`config.mk`:
```
export PLATFORM = sky130hd
export DESIGN_NAME = sc_core
export DESIGN_NICKNAME = d
export VERILOG_FILES = /design/src/rtl/sc_core.sv
export SDC_FILE = /design/constraint.sdc
export NUM_CORES = 2
export LEC_CHECK = 0
export ABC_AREA = 0
export BUFFER_PORTS_ARGS = -buffer_cell sky130_fd_sc_hd__buf_2
export CAP_MARGIN = 20
export CORE_MARGIN = 2
export CORE_UTILIZATION = 38
export DETAILED_ROUTE_END_ITERATION = 8
export SETUP_SLACK_MARGIN = 0.1
export SYNTH_ARGS = -nofsm -noshare
export SYNTH_HDL_FRONTEND = slang
export SYNTH_SLANG_ARGS = --single-unit
```
`constraint.sdc`:
```
create_clock -name clk -period 13.8 [get_ports clk]
set_input_delay 1.38 -clock clk [delete_from_list [all_inputs] [get_ports clk]]
set_output_delay 1.38 -clock clk [all_outputs]
set_load 0.02 [all_outputs]
```
`src/rtl/sc_core.sv`:
```
module sc_core #(
  parameter logic [31:0] RESET_PC = 32'h0000_0000,
  parameter int          NREG     = 32
) (
  input  logic        clk,
  input  logic        rst,
  output logic [31:0] imem_addr,
  input  logic [31:0] imem_data,
  output logic [31:0] dmem_addr,
  output logic [31:0] dmem_wdata,
  output logic        dmem_we,
  output logic        dmem_re,
  input  logic [31:0] dmem_rdata
);
  localparam int RW = $clog2(NREG);

  localparam logic [5:0] OP_REG   = 6'b000000;
  localparam logic [5:0] OP_JUMP  = 6'b000010;
  localparam logic [5:0] OP_BEQ   = 6'b000100;
  localparam logic [5:0] OP_ADDI  = 6'b001000;
  localparam logic [5:0] OP_ADDIU = 6'b001001;
  localparam logic [5:0] OP_SLTI  = 6'b001010;
  localparam logic [5:0] OP_LOAD  = 6'b100011;
  localparam logic [5:0] OP_STORE = 6'b101011;

  localparam logic [5:0] FN_SHL  = 6'b000000;
  localparam logic [5:0] FN_ADDU = 6'b100001;
  localparam logic [5:0] FN_XOR  = 6'b100110;
  localparam logic [5:0] FN_SLT  = 6'b101010;

  logic [31:0] pc;
  logic [31:0] rf [NREG];

  wire [5:0]    op    = imem_data[31:26];
  wire [RW-1:0] rs    = imem_data[25:21];
  wire [RW-1:0] rt    = imem_data[20:16];
  wire [RW-1:0] rd    = imem_data[15:11];
  wire [4:0]    shamt = imem_data[10:6];
  wire [5:0]    fn    = imem_data[5:0];
  wire [31:0]   sext  = {{16{imem_data[15]}}, imem_data[15:0]};

  wire [31:0] rs_val = (rs == '0) ? 32'd0 : rf[rs];
  wire [31:0] rt_val = (rt == '0) ? 32'd0 : rf[rt];

  wire is_reg   = (op == OP_REG);
  wire is_addu  = is_reg && (fn == FN_ADDU);
  wire is_xor   = is_reg && (fn == FN_XOR);
  wire is_slt   = is_reg && (fn == FN_SLT);
  wire is_shl   = is_reg && (fn == FN_SHL);
  wire is_addi  = (op == OP_ADDI) || (op == OP_ADDIU);
  wire is_slti  = (op == OP_SLTI);
  wire is_load  = (op == OP_LOAD);
  wire is_store = (op == OP_STORE);
  wire is_beq   = (op == OP_BEQ);
  wire is_jump  = (op == OP_JUMP);

  wire reg_ok   = is_addu || is_xor || is_slt || is_shl;
  wire [31:0] opb = is_reg ? rt_val : sext;
  wire [31:0] sum = rs_val + opb;
  wire lt_s = $signed(rs_val) < $signed(opb);

  logic [31:0] alu;
  always_comb begin
    alu = sum;
    if (is_xor)               alu = rs_val ^ rt_val;
    else if (is_shl)          alu = rt_val << shamt;
    else if (is_slt || is_slti) alu = {31'd0, lt_s};
  end

  wire [RW-1:0] waddr   = is_reg ? rd : rt;
  wire          wr_kind = reg_ok || is_addi || is_slti || is_load;
  wire          rf_we   = !rst && wr_kind && (waddr != '0);
  wire [31:0]   wb_data = is_load ? dmem_rdata : alu;

  wire [31:0] pc_plus4  = pc + 32'd4;
  wire [31:0] br_target = pc_plus4 + {sext[29:0], 2'b00};
  wire [31:0] j_target  = {pc_plus4[31:28], imem_data[25:0], 2'b00};
  wire        take_br   = is_beq && (rs_val == rt_val);
  wire [31:0] pc_next   = is_jump ? j_target : (take_br ? br_target : pc_plus4);

  always_ff @(posedge clk) begin
    if (rst) pc <= RESET_PC;
    else     pc <= pc_next;
  end

  always_ff @(posedge clk) begin
    if (rf_we) rf[waddr] <= wb_data;
  end

  assign imem_addr  = pc;
  assign dmem_addr  = sum;
  assign dmem_wdata = rt_val;
  assign dmem_we    = is_store && !rst;
  assign dmem_re    = is_load && !rst;

  p_reset_pc_r1: assert property (@(posedge clk) rst |=> (pc == RESET_PC))
    else $error("reset did not load the PC");
  p_seq_pc_r2: assert property (@(posedge clk) disable iff (rst)
    (!take_br && !is_jump) |=> (pc == $past(pc) + 32'd4))
    else $error("sequential PC step wrong");
  p_branch_r7: assert property (@(posedge clk) disable iff (rst)
    take_br |=> (pc == $past(pc) + 32'd4 + {$past(sext[29:0]), 2'b00}))
    else $error("branch target wrong");
  p_jump_r8: assert property (@(posedge clk) disable iff (rst)
    is_jump |=> (pc[27:0] == {$past(imem_data[25:0]), 2'b00}))
    else $error("jump target wrong");
  p_strobe_excl_r5: assert property (@(posedge clk) disable iff (rst)
    $onehot0({dmem_we, dmem_re}))
    else $error("load and store strobes together");
  p_wb_commit_r9: assert property (@(posedge clk) disable iff (rst)
    rf_we |=> (rf[$past(waddr)] == $past(wb_data)))
    else $error("register write not committed");
endmodule

```
Yosys cells after proc, flatten, opt, wreduce, memory -nomap -nowiden:

Memory sizes are Yosys's and may differ from the RTL's.
Index checks and enable logic that the tools add are counted.

* equal/unequal tests: 11
* shift-type cells: 1
* order comparisons: 1
* muxes and demuxes: 12
* reduce and logical (&&, ||, !) cells: 24
* $add $sub $neg: 3
* bitwise logic cells: 1

Operator list (number)
* 32-bit 2-to-1 mux: 9
* 32-bit adder: 2
* 32-bit by 3-bit adder with 32-bit output (second input constant): 1
* 32-bit equality test: 1
* 32-bit < comparator: 1
* 32-bit by 5-bit left shift with 32-bit output: 1
* 32-bit bitwise XOR: 1
* 6-bit equality test (second input constant): 5
* 6-bit by 4-bit equality test with 1-bit output (second input constant): 3
* 6-bit logical NOT: 2
* 5-bit logical NOT: 2
* 1-bit logical AND: 9
* 1-bit logical OR: 8
* 6-bit by 2-bit equality test with 1-bit output (second input constant): 1
* 6-bit by 3-bit equality test with 1-bit output (second input constant): 1
* 5-bit 2-to-1 mux: 1
* 5-bit nonzero test: 1
* 1-bit 2-to-1 mux: 2
* 2-bit OR reduction: 1
* 1-bit logical NOT: 1

* memories kept: 1
* register bits after elaboration: 32
* word-level logic and storage cells: 56
* RAM bits: 1024

Memories
* rf: words 32, width 32, read ports 2, clocked after memory_dff 0, write ports 1, RTL line 32 `logic [31:0] rf [NREG];`

Depth between registers and ports, before layout:

* depth after elaboration: 12
* depth in mapped cells: 27
* mapped depth without buffers: 19

Worst setup path before layout:

Ideal clock, no wire load.

* path kind: input-to-reg
* from: input imem_data[16]
* to: memory rf[0][21] (data pin)
* path slack: 6.252 ns
* stages: 23
* setup time: 0.478 ns
* arrival: 7.070 ns
* path through: buf_6 > buf_12 > buf_12 > buf_12 > mux4_2 > a22o_1 > a221oi_1 > nand3_1 > and2_1 > clkbuf_1 > nand2_1 > nand2_1 > ha_1 > a21oi_1 > nor2_1 > nor4bb_1 > o31a_1 > o21ai_0 > a21oi_1 > o21bai_1 > xnor2_1 > nand2_1 > a221oi_1

* longest elaborated chain between the ends: 8

Ends and longest elaborated chain
* start: declaration: RTL line 8 `input logic [31:0] imem_data,`
* memory read 32 x 32 bit / 5-bit logical NOT (equally long branches)
* 32-bit 2-to-1 mux *: RTL line 43 `wire [31:0] rt_val = (rt == '0) ? 32'd0 : rf[rt];`
* via dmem_wdata[1]: RTL line 10 `output logic [31:0] dmem_wdata,`
* 32-bit 2-to-1 mux *: RTL line 58 `wire [31:0] opb = is_reg ? rt_val : sext;`
* 32-bit adder *: RTL line 59 `wire [31:0] sum = rs_val + opb;`
* via dmem_addr[21]: RTL line 9 `output logic [31:0] dmem_addr,`
* 32-bit 2-to-1 mux *: RTL line 67 `else if (is_slt || is_slti) alu = {31'd0, lt_s};`
* 32-bit 2-to-1 mux *: RTL line 66 `else if (is_shl) alu = rt_val << shamt;`
* 32-bit 2-to-1 mux *: RTL line 65 `if (is_xor) alu = rs_val ^ rt_val;`
* 32-bit 2-to-1 mux *: RTL line 73 `wire [31:0] wb_data = is_load ? dmem_rdata : alu;`
* via wb_data[21]: RTL line 73
* end: declaration: RTL line 32

Mark *: on every way through the listed nets, which the timed path passes. The rest lies on a longest branch.

Final worst setup path:

* from: input imem_data[16]
* to: output dmem_addr[27]

* longest elaborated chain between the ends: 4

Ends and longest elaborated chain (RTL line)
* memory read 32 x 32 bit / 5-bit logical NOT (equally long branches)
* 32-bit 2-to-1 mux *: 43
* 32-bit 2-to-1 mux *: 58
* 32-bit adder *: 59
* end: declaration: 9

Every way passes the cells marked *; elsewhere a longest branch is shown, timed or not.

==> run metrics <==
DRT antenna net count=0; post-CTS resize count=0; HP Class=register to register; Max-Slew Margin vs Limit=0.112; Final nets=4124; maximum vdd ir drop=0.0904 mV; vias in the first global route=38.2k; Routed WL per cell=34.4 um; Root Buffer=clkbuf_16; H-tree depth=3; setup bufs post-CTS=0; Iter 0 DRT Violations=6007; Final Max Slew Viols=0; Worst Path Max Fanout=97; power per cell area=131 nW/um^2; Critical Path Sink Type=output port; total gr overflow=0; DRC=0; clock sinks=1054; initial cell density of the core=0.384; Fin. Hold Viols=0; Reg-to-Reg Start=rf[5][12]; crit path to=dmem_addr[27]; initial antenna violation count=3; fin area=64300 um^2; Fmax=103 MHz; Critical R2R Capture=rf[25][29]; clock-pin transition on the worst setup and hold timing paths=0.06 ns; Async S/R FF share, synth=0; fin crit period=9.72 ns; DIE WIDTH=393 um; worst-case clock buffer depth=3; commonest non-fill, non-tap cell in the layout=edfxtp_1; post-synthesis sequential area ratio=0.544; Routed WL=209000 um; number of enable flip-flop cells after synthesis=1024; CP Launch Point=imem_data[16]; Die Y=393 um; DP Area=60800 um^2; Final Setup Violations=0; CP startpoint kind=input port; synthesis-to-finish area growth=11.6%; Std-Cell Rows=142; I/O Buffers=161; Post-CTS Hold Fix Bufs=0; WP data required=12.42 ns; total number of vias=39.7k; yosys warns=0; Final Cycle Share=0.705; setup TNS=0 ns; vias per cell=6.54; first drt pass iteration count=6; Crit Path Category=input port to output port; RSZ-0062 raised after global routing=no; maxcap violations=0; Synth Flop Type=edfxtp_1; layout cells sized above 1=0.250; Ports=164; RePlAce Congestion=0.967; reg-to-reg slack, setup=7.22 ns; register bit count reported by yosys=1054; worst slew pin tran=1.33 ns; Leakage=22.0 nW; pin count of the biggest net entering global routing=98; Layout Skew=0.0566 ns; clk_lat worst skew=0.75 ns; status=complete, no violations; DIE AREA=155000 um^2; Gate Count Post-Synth=3789; first-pass GRT wire length=290000 um; Total Routing Usage GR=0.262; worst reg2reg path depth=16; CTS tree=built; HPWL after DPL=130000 um; synth unique cells=99; CTS Buf Count=108; Mapped Area=57600 um^2; Syn Area/Cell=15.2 um^2; CP arrival=8.34 ns; core area=150000 um^2; commonest cells after routing, fill and taps aside=edfxtp_1, mux4_2, mux2i_1
==> cells by family (layout without fill, tap and decap cells) <==
group,count (synthesis),in the layout,synth area share
flops,1054,1054,0.544
simple gates,757,757,0.0667
mux,728,728,0.229
compound gates,679,679,0.0838
buf+inv,376,603,0.0400
xor+xnor,99,99,0.0150
fa+ha+maj,95,95,0.0209
other cells,1,36,0.0000651
==> metal layers <==
layer | global-route usage | part of all wire | up-vias
li1 | - | - | 15900
met1 | 0.355 | 0.38 | 20500
met2 | 0.403 | 0.45 | 2771
met3 | 0.0596 | 0.12 | 490
met4 | 0.119 | 0.050 | 0
met5 | 0 | 0 | -
==> synthesized netlist by cell type, types with 11 or more instances <==
cell type | number | area, um^2
a2111oi_0 | 20 | 175
a211oi_1 | 31 | 233
a21o_1 | 36 | 270
a21oi_1 | 114 | 571
a221oi_1 | 42 | 368
a22o_1 | 38 | 333
a22oi_1 | 72 | 541
a31oi_1 | 23 | 144
and2_1 | 19 | 119
and3_1 | 28 | 175
buf_1 | 14 | 52.6
buf_12 | 19 | 380
buf_2 | 53 | 265
buf_4 | 31 | 233
buf_6 | 34 | 383
buf_8 | 12 | 180
clkbuf_1 | 103 | 387
dfxtp_1 | 30 | 601
edfxtp_1 | 1024 | 30700
ha_1 | 93 | 1160
inv_1 | 105 | 394
mux2_2 | 30 | 338
mux2i_1 | 242 | 2420
mux4_1 | 54 | 1420
mux4_2 | 401 | 9030
nand2_1 | 147 | 552
nand2b_1 | 39 | 244
nand3_1 | 82 | 410
nand3b_1 | 16 | 120
nand4_1 | 29 | 181
nor2_1 | 198 | 743
nor2b_1 | 22 | 138
nor3_1 | 66 | 330
nor3b_1 | 11 | 82.6
nor4_1 | 34 | 213
o211ai_1 | 18 | 135
o21a_1 | 16 | 120
o21ai_0 | 84 | 420
o21bai_1 | 17 | 128
o22a_1 | 19 | 166
o22ai_1 | 59 | 369
o31ai_1 | 14 | 105
or3_1 | 20 | 125
xnor2_1 | 58 | 508
xor2_1 | 41 | 359
==> power by group <==
part | internal, W | switching [W] | leakage (nW)
combinational | 0.000478 | 0.00113 | 10.9
sequential | 0.00386 | 0.0000125 | 9.47
clock | 0.00165 | 0.00129 | 1.70
==> flip-flops by register name, indices dropped and copies added (netlist names) <==
name,flops
imem_addr,30
rf,1024
==> through the flow <==
stage                     std cells  power (W)  hold slack, ns  setup slack [ns]   util
after floorplan                3822    0.00487           0.707              6.25      -
after global placement         5868    0.00549           0.639              4.33  0.405
after detailed placement       5869    0.00550           0.637              4.24  0.405
after CTS                      6065    0.00840           0.654              4.21  0.428
after global routing           6065    0.00864           0.699              3.75  0.428
final                          6067    0.00842           0.643              4.08  0.428
==> cell type report <==
type,count,area (um^2)
Fill cell,13400,85800
Sequential cell,1054,31400
Multi-Input combinational cell,2392,24600
Clock buffer,127,2770
Tap cell,2016,2520
Timing Repair Buffer,300,1970
Clock inverter,69,729
Inverter,107,403
Antenna cell,2,5.00
==> worst max-delay path, stage by stage <==
cell      delay (ns)
buf_8           0.52
buf_12          0.55
mux4_2          0.59
a22o_1          0.22
a221oi_1        0.42
nand3_1         0.26
and2_1          0.34
nand2_1         0.10
nand2_1         0.11
ha_1            0.34
a21oi_1         0.20
nor2_1          0.11
nor4bb_1        0.65
o31a_1          0.30
o21ai_0         0.31
a311oi_1        0.58
a211oi_1        0.26
o21a_1          0.25
nor2_1          0.15
xnor2_1         0.15
buf_2           0.20
==> how the worst min path moves through the flow <==
stage | to | slack (ns) | cells after the start | startpoint
final | imem_addr[31] | 0.64 | 3 | imem_addr[31]
after global routing | imem_addr[31] | 0.70 | 3 | imem_addr[31]
after CTS | imem_addr[31] | 0.65 | 3 | imem_addr[31]
after detailed placement | imem_addr[31] | 0.64 | 3 | imem_addr[31]
after global placement | imem_addr[31] | 0.64 | 3 | imem_addr[31]
after floorplan | imem_addr[2] | 0.71 | 3 | imem_addr[2]
Power figures use the tool's default switching activity.
